$ cat src/rtl/mbx_pkg.sv
package mbx_pkg;
   localparam int          REQ_NUM      = 6;
   localparam logic [15:0] OFF_CTRL     = 16'h0004;
   localparam logic [15:0] OFF_STAT     = 16'h0008;
   localparam logic [15:0] OFF_REQ_BASE = 16'h0800;
   localparam logic [15:0] OFF_RSP_OPC  = 16'h1000;
   localparam logic [15:0] OFF_RSP_FMT  = 16'h1004;
   localparam logic [15:0] OFF_RSP_STS  = 16'h1008;
   localparam int          CTRL_REQ_BIT  = 0;
   localparam int          CTRL_DONE_BIT = 4;
   localparam int          CTRL_IEN_BIT  = 8;
   localparam logic [31:0] FMT_MAGIC    = 32'h5053_0001;

   typedef enum logic [2:0] {
      REQ_OPCODE  = 3'd0,
      REQ_FORMAT  = 3'd1,
      REQ_CLIENT  = 3'd2,
      REQ_ADDR_LO = 3'd3,
      REQ_ADDR_HI = 3'd4,
      REQ_SIZE    = 3'd5
   } req_word_e;

   function automatic logic [15:0] req_off(input int idx);
      return OFF_REQ_BASE + 16'(idx * 4);
   endfunction
endpackage

$ cat src/rtl/mbx_req_bank.sv
module mbx_req_bank
   import mbx_pkg::*;
#(
   parameter int DATA_W = 32,
   parameter int ADDR_W = 13
) (
   input  logic                           clk,
   input  logic                           rst_n,
   input  logic                           wr_en,
   input  logic [ADDR_W-1:0]              addr,
   input  logic [DATA_W-1:0]              wdata,
   input  logic                           lock,
   output logic [REQ_NUM-1:0][DATA_W-1:0] words
);
   for (genvar i = 0; i < REQ_NUM; i++) begin : g_word
      logic sel;
      assign sel = wr_en && (addr == ADDR_W'(req_off(i)));

      always_ff @(posedge clk) begin
         if (!rst_n)            words[i] <= '0;
         else if (sel && !lock) words[i] <= wdata;
      end

      AST_REQ_LOCKED: assert property (@(posedge clk) disable iff (!rst_n)
         (sel && lock) |=> $stable(words[i]));
   end
endmodule

$ cat src/rtl/mbx_ctrl.sv
module mbx_ctrl
   import mbx_pkg::*;
#(
   parameter int ADDR_W = 13
) (
   input  logic              clk,
   input  logic              rst_n,
   input  logic              wr_en,
   input  logic [ADDR_W-1:0] addr,
   input  logic              wbit_req,
   input  logic              wbit_done,
   input  logic              wbit_ien,
   input  logic              rsp_valid,
   output logic              req_valid,
   output logic              irq_en,
   output logic              done_pulse,
   output logic              irq
);
   logic ctrl_sel;
   assign ctrl_sel   = wr_en && (addr == ADDR_W'(OFF_CTRL));
   assign done_pulse = ctrl_sel && wbit_done;

   always_ff @(posedge clk) begin
      if (!rst_n) begin
         req_valid <= 1'b0;
         irq_en    <= 1'b0;
      end else if (ctrl_sel) begin
         req_valid <= wbit_done ? 1'b0 : wbit_req;
         irq_en    <= wbit_ien;
      end
   end

   assign irq = rsp_valid && irq_en;

   AST_IRQ_DROP: assert property (@(posedge clk) disable iff (!rst_n)
      done_pulse |=> !irq);
   AST_DONE_CLEARS_REQ: assert property (@(posedge clk) disable iff (!rst_n)
      done_pulse |=> !req_valid);
endmodule

$ cat src/rtl/mbx_rsp_bank.sv
module mbx_rsp_bank
   import mbx_pkg::*;
#(
   parameter int DATA_W = 32
) (
   input  logic              clk,
   input  logic              rst_n,
   input  logic              set,
   input  logic              clr,
   input  logic [DATA_W-1:0] in_opcode,
   input  logic [DATA_W-1:0] in_format,
   input  logic [DATA_W-1:0] in_status,
   input  logic [DATA_W-1:0] req_opcode,
   output logic              valid,
   output logic [DATA_W-1:0] opcode,
   output logic [DATA_W-1:0] format,
   output logic [DATA_W-1:0] status,
   output logic              reply_ok
);
   always_ff @(posedge clk) begin
      if (!rst_n) begin
         valid  <= 1'b0;
         opcode <= '0;
         format <= '0;
         status <= '0;
      end else if (valid && clr) begin
         valid <= 1'b0;
      end else if (set && !valid) begin
         valid  <= 1'b1;
         opcode <= in_opcode;
         format <= in_format;
         status <= in_status;
      end
   end

   assign reply_ok = valid && (status == '0) && (opcode == req_opcode)
                     && (format == DATA_W'(FMT_MAGIC));

   AST_RSP_HELD: assert property (@(posedge clk) disable iff (!rst_n)
      (valid && set && !clr) |=> ($stable(opcode) && $stable(status) && $stable(format) && valid));
   AST_RSP_POSTED: assert property (@(posedge clk) disable iff (!rst_n)
      (set && !valid) |=> valid);
endmodule

$ cat src/rtl/cmd_mailbox.sv
module cmd_mailbox
   import mbx_pkg::*;
#(
   parameter int DATA_W = 32,
   parameter int ADDR_W = 13
) (
   input  logic              clk,
   input  logic              rst_n,
   input  logic              host_wr_en,
   input  logic              host_rd_en,
   input  logic [ADDR_W-1:0] host_addr,
   input  logic [DATA_W-1:0] host_wdata,
   output logic [DATA_W-1:0] host_rdata,
   output logic              host_rvalid,
   output logic              host_irq,
   output logic              cop_req_valid,
   output logic [DATA_W-1:0] cop_req_opcode,
   output logic [DATA_W-1:0] cop_req_format,
   output logic [DATA_W-1:0] cop_req_client,
   output logic [DATA_W-1:0] cop_req_addr_lo,
   output logic [DATA_W-1:0] cop_req_addr_hi,
   output logic [DATA_W-1:0] cop_req_size,
   input  logic              cop_rsp_set,
   input  logic [DATA_W-1:0] cop_rsp_opcode,
   input  logic [DATA_W-1:0] cop_rsp_format,
   input  logic [DATA_W-1:0] cop_rsp_status,
   output logic              cop_rsp_pending
);
   if (DATA_W != 32) begin : g_bad_width
      $error("cmd_mailbox: DATA_W must be 32 to hold the format flag");
   end
   if (ADDR_W < 13) begin : g_bad_addr
      $error("cmd_mailbox: ADDR_W must reach the reply bank at 0x1008");
   end

   logic [REQ_NUM-1:0][DATA_W-1:0] req_words;
   logic req_valid, irq_en, done_pulse, rsp_valid, reply_ok;
   logic [DATA_W-1:0] rsp_opcode, rsp_format, rsp_status;

   mbx_ctrl #(.ADDR_W(ADDR_W)) u_ctrl (
      .clk(clk), .rst_n(rst_n), .wr_en(host_wr_en), .addr(host_addr),
      .wbit_req(host_wdata[CTRL_REQ_BIT]), .wbit_done(host_wdata[CTRL_DONE_BIT]),
      .wbit_ien(host_wdata[CTRL_IEN_BIT]), .rsp_valid(rsp_valid),
      .req_valid(req_valid), .irq_en(irq_en), .done_pulse(done_pulse), .irq(host_irq)
   );

   mbx_req_bank #(.DATA_W(DATA_W), .ADDR_W(ADDR_W)) u_req (
      .clk(clk), .rst_n(rst_n), .wr_en(host_wr_en), .addr(host_addr),
      .wdata(host_wdata), .lock(req_valid), .words(req_words)
   );

   mbx_rsp_bank #(.DATA_W(DATA_W)) u_rsp (
      .clk(clk), .rst_n(rst_n), .set(cop_rsp_set), .clr(done_pulse),
      .in_opcode(cop_rsp_opcode), .in_format(cop_rsp_format), .in_status(cop_rsp_status),
      .req_opcode(req_words[REQ_OPCODE]), .valid(rsp_valid),
      .opcode(rsp_opcode), .format(rsp_format), .status(rsp_status), .reply_ok(reply_ok)
   );

   assign cop_req_valid   = req_valid;
   assign cop_req_opcode  = req_words[REQ_OPCODE];
   assign cop_req_format  = req_words[REQ_FORMAT];
   assign cop_req_client  = req_words[REQ_CLIENT];
   assign cop_req_addr_lo = req_words[REQ_ADDR_LO];
   assign cop_req_addr_hi = req_words[REQ_ADDR_HI];
   assign cop_req_size    = req_words[REQ_SIZE];
   assign cop_rsp_pending = rsp_valid;

   logic [DATA_W-1:0] rd_next;
   logic              rd_hit;
   always_comb begin
      rd_next = '0;
      rd_hit  = 1'b0;
      if (host_addr == ADDR_W'(OFF_CTRL)) begin
         rd_hit = 1'b1;
         rd_next[CTRL_REQ_BIT] = req_valid;
         rd_next[CTRL_IEN_BIT] = irq_en;
      end else if (host_addr == ADDR_W'(OFF_STAT)) begin
         rd_hit = 1'b1;
         rd_next[0] = rsp_valid;
         rd_next[1] = reply_ok;
      end else if (host_addr == ADDR_W'(OFF_RSP_OPC)) begin
         rd_hit = 1'b1; rd_next = rsp_opcode;
      end else if (host_addr == ADDR_W'(OFF_RSP_FMT)) begin
         rd_hit = 1'b1; rd_next = rsp_format;
      end else if (host_addr == ADDR_W'(OFF_RSP_STS)) begin
         rd_hit = 1'b1; rd_next = rsp_status;
      end else begin
         for (int i = 0; i < REQ_NUM; i++) begin
            if (host_addr == ADDR_W'(req_off(i))) begin
               rd_hit  = 1'b1;
               rd_next = req_words[i];
            end
         end
      end
   end

   always_ff @(posedge clk) begin
      if (!rst_n) begin
         host_rdata  <= '0;
         host_rvalid <= 1'b0;
      end else begin
         host_rvalid <= host_rd_en;
         if (host_rd_en) host_rdata <= rd_next;
      end
   end

   AST_READ_LATENCY: assert property (@(posedge clk) disable iff (!rst_n)
      host_rd_en |=> host_rvalid);
   AST_UNMAPPED_ZERO: assert property (@(posedge clk) disable iff (!rst_n)
      (host_rd_en && !rd_hit) |=> (host_rdata == '0));
   AST_IRQ_NEEDS_REPLY: assert property (@(posedge clk) disable iff (!rst_n)
      host_irq |-> cop_rsp_pending);
endmodule

$ cat config.mk
export PLATFORM = sky130hd
export DESIGN_NAME = cmd_mailbox
export DESIGN_NICKNAME = d
export VERILOG_FILES = /design/src/rtl/mbx_pkg.sv /design/src/rtl/mbx_req_bank.sv /design/src/rtl/mbx_ctrl.sv /design/src/rtl/mbx_rsp_bank.sv /design/src/rtl/cmd_mailbox.sv
export SDC_FILE = /design/constraint.sdc
export NUM_CORES = 1
export LEC_CHECK = 0
export CORE_ASPECT_RATIO = 1.2
export CORE_UTILIZATION = 40
export DETAILED_ROUTE_END_ITERATION = 8
export DONT_BUFFER_PORTS = 1
export PLACE_DENSITY = 0.58
export SKIP_CTS_REPAIR_TIMING = 1
export SYNTH_ARGS = -nofsm -noshare
export SYNTH_HDL_FRONTEND = slang
export SYNTH_SLANG_ARGS = --single-unit
export TNS_END_PERCENT = 50
$ cat constraint.sdc
create_clock -name clk -period 4.63 [get_ports clk]
set_input_delay 0.926 -clock clk [delete_from_list [all_inputs] [get_ports clk]]
set_output_delay 0.926 -clock clk [all_outputs]
set_load 0.02 [all_outputs]
==> results of run 1 <==
==> per-stage QoR <==
step | setup WS (ns) | cells | hold slack [ns] | utilization, %
2_1_floorplan | 1.96 | 1814 | 0.443 | -
3_3_place_gp | 1.33 | 2175 | 0.461 | 41.4
3_5_place_dp | 1.29 | 2175 | 0.468 | 41.4
4_1_cts | 1.83 | 2242 | 0.476 | 44.6
5_1_grt | 1.60 | 2244 | 0.496 | 44.6
6_report | 1.76 | 2244 | 0.480 | 44.6
==> worst min path at each step <==
stage	startpoint	endpoint	depth (start not counted)	slack, ns
after global routing	u_rsp.opcode[11]	u_rsp.opcode[11]	2	0.50
final	u_rsp.opcode[11]	u_rsp.opcode[11]	2	0.48
after CTS	u_rsp.opcode[11]	u_rsp.opcode[11]	2	0.48
after detailed placement	u_rsp.opcode[11]	u_rsp.opcode[11]	2	0.47
after global placement	u_rsp.opcode[11]	u_rsp.opcode[11]	2	0.46
after floorplan	u_rsp.opcode[11]	u_rsp.opcode[11]	2	0.44
==> worst max-delay path: cells and delay by family <==
family          cells  cell delay [ns]
simple gates        3             1.80
compound gates      3             0.54
==> synth_stat cells, types with 4 or more instances <==
master,instances
a2111oi_0,11
a21boi_1,103
nor4_1,14
inv_1,10
and3_1,4
nor3_1,27
a21boi_2,51
or3_1,4
dfxtp_1,324
mux2_2,21
mux2i_1,32
a21oi_1,36
buf_1,13
clkbuf_1,95
buf_2,19
xnor2_1,22
mux4_2,18
o21a_1,20
a21boi_0,137
nand2_1,613
nor2b_1,25
xor2_1,6
o21ai_1,10
o2bb2ai_1,11
o22ai_1,24
buf_6,9
a22oi_1,8
nand4_1,11
nand2b_1,6
nor2_1,43
o31ai_1,12
o21ai_0,20
nand3_1,7
a31oi_1,12
==> registers in the layout, summed over array words and instances, names as in the netlist <==
signal and flops:
u_ctrl.req_valid 1, u_rsp.format 32, u_rsp.opcode 32, u_ctrl.irq_en 1
host_rvalid 1, u_rsp.status 32, u_rsp.valid 1, u_req.words 192
host_rdata 32
==> layer usage <==
metal,global-route usage (%),share of wire (%),vias up
met5,0,0,-
met4,12.6,3.6,0
met3,8.93,10,92
met2,45.8,44,650
met1,39.8,42,6299
li1,-,-,6027
==> power by group <==
part / total, mW / switching [mW] / internal, mW
logic: 0.248 / 0.126 / 0.121
clock network: 2.90 / 1.21 / 1.69
registers: 2.90 / 0.0669 / 2.84
==> cell usage in the layout (no fill, tap or decap), types with 12 or more instances in the layout <==
cell and n:
dfxtp_1 324, a21boi_2 51, o31ai_1 12, nor4_1 14, o21a_1 20, a21boi_0 137, o21ai_0 20, xnor2_1 22
mux2i_1 32, mux4_2 18, o22ai_1 24, nor2_1 42, nor2b_1 24, a21boi_1 103, clkbuf_16 39, buf_4 22
mux2_2 21, nor3_1 25, a21oi_1 36, nand2_1 613
==> cell type report <==
type	instances	area share, %
diodes	2	0.0302
clock inverters	9	0.295
well taps	474	3.58
flip-flops and latches	324	39.2
multi-input cells	1344	48.7
clock buffers	58	6.87
repair buffers	23	1.12
inverters	10	0.227
==> logic make-up after synthesis <==
| family | Yosys count | synth area share (%) |
|---|---|---|
| flip-flops | 324 | 42.8 |
| AO/OA/AOI/OAI | 465 | 23.2 |
| buffers and inverters | 146 | 4.22 |
| AND/OR/NAND/NOR | 780 | 21.8 |
| multiplexers | 71 | 6.35 |
| XOR/XNOR | 28 | 1.62 |
==> results.py, run 1 <==
metrics = {
    "run": {
        "maxCapViolCount": 0,
    },
    "timing": {
        "fin_crit_sh_pct": 62.1,
        "setup_viol": 0,
        "rsz0062_at_grt": "false",
        "max_slew_margin_pct": 32.2,
        "slew_viol_final": 0,
        "final.setup.tns_ns": 0,
        "worst_slew_pin_slew_ns": 1.02,
        "fin_skew_ns": 0.0196,
        "hold_viol_final": 0,
        "fmax_mhz": 348,
        "fin_crit_ns": 2.87,
    },
    "critical_path": {
        "rrSetupSlack_ns": 2.17,
        "cp.required_ns": 5.03,
        "crit_arrival_ns": 3.28,
        "r2r-end": "u_req.words[135]",
        "r2r_start": "u_ctrl.req_valid",
        "crit_fanout": 19,
        "worstPathCellList": "nor4_1 > nand4_1 > or3_1 > o21a_1 > o21ai_0 > a31oi_1",
        "crit_start": "host_addr[9]",
        "crit_type": "in2reg",
        "worstSetupEndpoint": "host_rdata[30]",
        "crit_path_end_kind": "flip-flop",
        "cp_slowest_cell": "or3_1",
        "ff2ff_path_depth": 6,
        "slowest_delay_ns": 0.80,
        "crit_path_start_kind": "input port",
    },
    "logic_synthesis": {
        "synth.distinct_cells": 57,
        "yosysTopAreaCell": "dfxtp_1",
        "synth_cells": 1814,
        "synth_edf_count": 0,
        "syn_area_mm2": 0.0151,
        "synthFlopType": "dfxtp_1",
        "async_flop_share_pct": 0,
        "synth_top_area_share_pct": 42.8,
        "seq_area_frac_synth_pct": 42.8,
        "ys_warn_count": 0,
        "synth_nets": 1960,
        "synth_area_leaders": "dfxtp_1 43%, nand2_1 15%, a21boi_0 6.8%, a21boi_1 5.1%, a21boi_2 3.8%",
        "synth-seq-cells": 324,
        "syn_area_per_cell_um2": 8.35,
    },
    "die": {
        "die_h_um": 215,
        "design.core.area_mm2": 0.0371,
        "die_w_um": 180,
        "start_util_pct": 40.8,
        "io_pins": 374,
        "num_rows": 77,
        "die_area_mm2": 0.0386,
    },
    "cts": {
        "cts_sinks": 324,
        "clkTransAtPathRegs_ns": 0.06,
        "cts-root-buf": "clkbuf_16",
        "cts_buffers": 37,
        "cts_tree": "built",
        "clock_latency_ns": 0.54,
        "cts.htree.levels": 2,
        "clock_path_buffers": 3,
    },
    "placement": {
        "post-dp-hpwl_mm": 42.7,
        "io_buffers": 0,
        "dpl-instance-area_mm2": 0.0154,
        "place_congestion": 0.939,
    },
    "grt": {
        "antenna_found_initial": 2,
        "grtUsageTotal_pct": 30.1,
        "grt_overflow": 0,
        "grt_pass1_vias": 12401,
        "grt_pass1_wl_mm": 86.4,
        "grt_max_degree": 326,
    },
    "routing": {
        "drc": 23,
        "via_per_inst": 5.82,
        "drt-total-wl_mm": 59.8,
        "drt_first_pass_iters": 8,
        "drt_iter0_drc": 1309,
        "ant_nets": 0,
        "vias": 13068,
        "wl_per_cell_um": 26.6,
    },
    "status": {
        "status": "finished, violations left",
        "violations": "design-rule violations",
    },
    "pwr": {
        "leakagePower_nw": 5.44,
        "power_density_mw_per_mm2": 366,
        "ir_drop_uv": 296,
        "power_mw": 6.05,
    },
    "finish": {
        "layout-drive-gt1-share_pct": 10.6,
        "multi_input_area_mm2": 0.00805,
        "design_area_mm2": 0.0165,
        "final-seq-area_mm2": 0.00649,
        "final_nets": 1886,
        "fillCellCount": 3643,
        "area_growth_pct": 9.26,
    },
    "worst_hold_path": {
        "min_path_type": "reg2reg",
    },
}
No activity file was read; power rests on OpenSTA's default activity.
==> run 2: changes to the inputs <==
Settings changed: ABC_AREA from default to 1, PLACE_DENSITY 0.58 to 0.6.
Clock period 4.63 ns to 2.6 ns, I/O delays scaled along.
==> run 2 against run 1 <==
  * Register-to-register slack worse by 1.7 ns
  * Critical endpoint is now host_rdata[2]
  * Largest cell class is now registers
  * Non-clock buffer count grew 30
  * Combinational power grew 130%
  * Synthesized cell count is 12% higher
  * The flow now finishes without violations
==> results.py, run 2 <==
metrics = {
    "finish": {
        "top_register": "u_req.words",
        "fillCellCount": 3659,
        "multi_input_area_mm2": 0.00611,
        "layout_common_cells": "338 x inv_1, 324 x dfxtp_1, 311 x a21oi_1, 289 x o21ai_0, 231 x nand2_1",
        "largest_reg_flops": 192,
        "area_growth_pct": 11.7,
        "final-seq-area_mm2": 0.00649,
        "final_nets": 2144,
        "final_common_cell": "inv_1",
        "design_area_mm2": 0.0162,
        "layout-drive-gt1-share_pct": 8.07,
    },
    "critical_path": {
        "crit_type": "in2reg",
        "cp.required_ns": 3.06,
        "crit_fanout": 16,
        "crit_path_end_kind": "flip-flop",
        "cp_slowest_cell": "nor2_4",
        "slowest_delay_ns": 0.36,
        "crit_path_start_kind": "input port",
        "worstPathCellList": "nor2_2 > nand2_1 > nor2_4 > buf_4 > nand2_2 > o211ai_1 > a21oi_1 > nand3_1 > nand2_1 > nand2_1 > nand2_1 > a21oi_1",
        "critPathTopFamily": "simple AND/OR/NAND/NOR gates",
        "cp_num_buf_inv": 1,
        "crit_arrival_ns": 2.68,
        "path_common_cell": "nand2_1",
    },
    "logic_synthesis": {
        "ys_warn_count": 0,
        "yosysTopAreaCell": "dfxtp_1",
        "synth.distinct_cells": 36,
        "synth-simple-area-share_pct": 14.4,
        "synth_fa_ha_area_share_pct": 0,
        "seq_area_frac_synth_pct": 44.8,
        "synthFlopType": "dfxtp_1",
        "yosysMostFrequentCell": "inv_1",
        "synth_nets": 2185,
        "synth-compound-area-share_pct": 27.1,
        "synth_edf_count": 0,
        "synth_xor_area_share_pct": 0.605,
        "syn_area_per_cell_um2": 7.10,
        "syn_area_mm2": 0.0145,
        "synth_cells": 2039,
        "async_flop_share_pct": 0,
        "synthMuxAreaShare_pct": 0,
        "synth_area_leaders": "dfxtp_1 45%, a21oi_1 11%, o21ai_0 10%, inv_1 8.8%, nand2_1 6.1%",
        "synth_common_cells": "340 x inv_1, 324 x dfxtp_1, 311 x a21oi_1, 289 x o21ai_0, 235 x nand2_1",
        "synth_top_family_by_area": "compound AO/OA/AOI/OAI gates",
        "synth-seq-cells": 324,
        "synth_top_area_share_pct": 44.8,
    },
    "timing": {
        "fin_hold_ws_ns": 0.102,
        "setup_viol": 0,
        "worst_slew_pin_slew_ns": 0.736,
        "rsz0062_at_grt": "false",
        "max_slew_margin_pct": 50.9,
        "slew_viol_final": 0,
        "fin_crit_sh_pct": 85.4,
        "hold_viol_final": 0,
        "fin_crit_ns": 2.22,
        "fmax_mhz": 450,
        "fin_ws_ns": 0.379,
        "fin_skew_ns": 0.0130,
    },
    "cts": {
        "cts_tree": "built",
        "clock_latency_ns": 0.53,
        "clkTransAtPathRegs_ns": 0.06,
        "cts.htree.levels": 2,
        "clock_path_buffers": 3,
        "cts-root-buf": "clkbuf_16",
        "cts_sinks": 324,
        "cts_buffers": 35,
    },
    "placement": {
        "place_congestion": 0.967,
        "io_buffers": 0,
        "dpl_worst_slack_ns": -0.0870,
        "post-dp-hpwl_mm": 43.6,
        "dpl-instance-area_mm2": 0.0150,
    },
    "die": {
        "io_pins": 374,
        "die_h_um": 210,
        "num_rows": 75,
        "die_area_mm2": 0.0370,
        "start_util_pct": 41.0,
        "die_w_um": 176,
        "design.core.area_mm2": 0.0353,
    },
    "routing": {
        "drt_first_pass_iters": 5,
        "ant_nets": 0,
        "wl_per_cell_um": 23.6,
        "wl_met2_mm": 28.3,
        "via_per_inst": 5.60,
        "drt-total-wl_mm": 58.7,
        "drt-met1-wl_mm": 21.6,
        "drt_iter0_drc": 1066,
        "drc": 0,
        "top_layer": "met5",
        "vias": 13945,
        "routed-wl-met3_mm": 5.40,
    },
    "pwr": {
        "ir_drop_uv": 390,
        "power_mw": 11.0,
        "power_density_mw_per_mm2": 679,
        "leakagePower_nw": 5.88,
    },
    "grt": {
        "grt_overflow": 0,
        "grt_max_degree": 261,
        "grt_pass1_wl_mm": 84.6,
        "grtUsageTotal_pct": 30.9,
        "grt_pass1_vias": 13239,
        "antenna_found_initial": 11,
    },
    "run": {
        "maxCapViolCount": 0,
    },
    "worst_hold_path": {
        "min_path_type": "in2reg",
    },
    "status": {
        "status": "complete, no violations",
    },
}
-- run 2: cell count changes after synthesis, sizes merged, moves of 61 or more --
cell    before  now
nand3        7   68
nand2      615  240
nor2        43  148
o21ai       30  330
inv         10  354
a21oi       36  317
a21boi     291    0
-- run 2: power by group --
group	switching [mW]	internal (mW)	total [mW]
combinational	0.393	0.178	0.570
clock	2.10	3.14	5.24
sequential	0.0894	5.09	5.18
-- run 2: worst paths after layout --
check / from / endpoint / slack [ns] / depth (start not counted)
worst min-delay path: host_rd_en / host_rvalid / 0.10 / 2
worst max register to register: u_rsp.valid / u_rsp.opcode[29] / 0.46 / 5
worst max-delay path: host_addr[9] / host_rdata[2] / 0.38 / 12
worst min register to register: u_ctrl.irq_en / u_ctrl.irq_en / 0.47 / 2
-- run 2: per-stage QoR --
step | TNS [ns] | util (%) | instances
after floorplan | 0 | - | 2039
after global placement | -0.334 | 42.5 | 2423
after detailed placement | -0.484 | 42.5 | 2423
after CTS | 0 | 45.8 | 2482
after global routing | 0 | 45.8 | 2486
final | 0 | 45.8 | 2488
-- run 2: logic make-up (layout without fill, tap and decap cells) --
logic type | after synthesis | in the layout
AOI/OAI and AO/OA | 733 | 733
xor gates and xnor gates | 10 | 10
buffers and inverters | 485 | 466
DFF | 324 | 324
other | 0 | 6
and+or+nand+nor | 487 | 487
-- run 2: cell type report --
cell class,instances,area share [%]
sequential,324,40.1
multi-input combinational,1230,37.8
inverter,354,8.25
clock buffer,51,6.61
tap,462,3.57
timing repair buffer,53,2.92
clock inverter,8,0.712
antenna,6,0.0928
-- run 2: layer usage --
layer	up-vias	GRT usage, %
li1	6589	-
met1	6601	34.0
met2	600	52.6
met3	149	9.20
met4	6	17.9
met5	-	0
-- run 2: worst reg2reg max path, stage by stage, from the launching register on --
cell     delay, ns
dfxtp_1       0.62
nor2_1        0.18
inv_4         0.43
buf_4         0.44
buf_4         0.25
a21oi_1       0.10
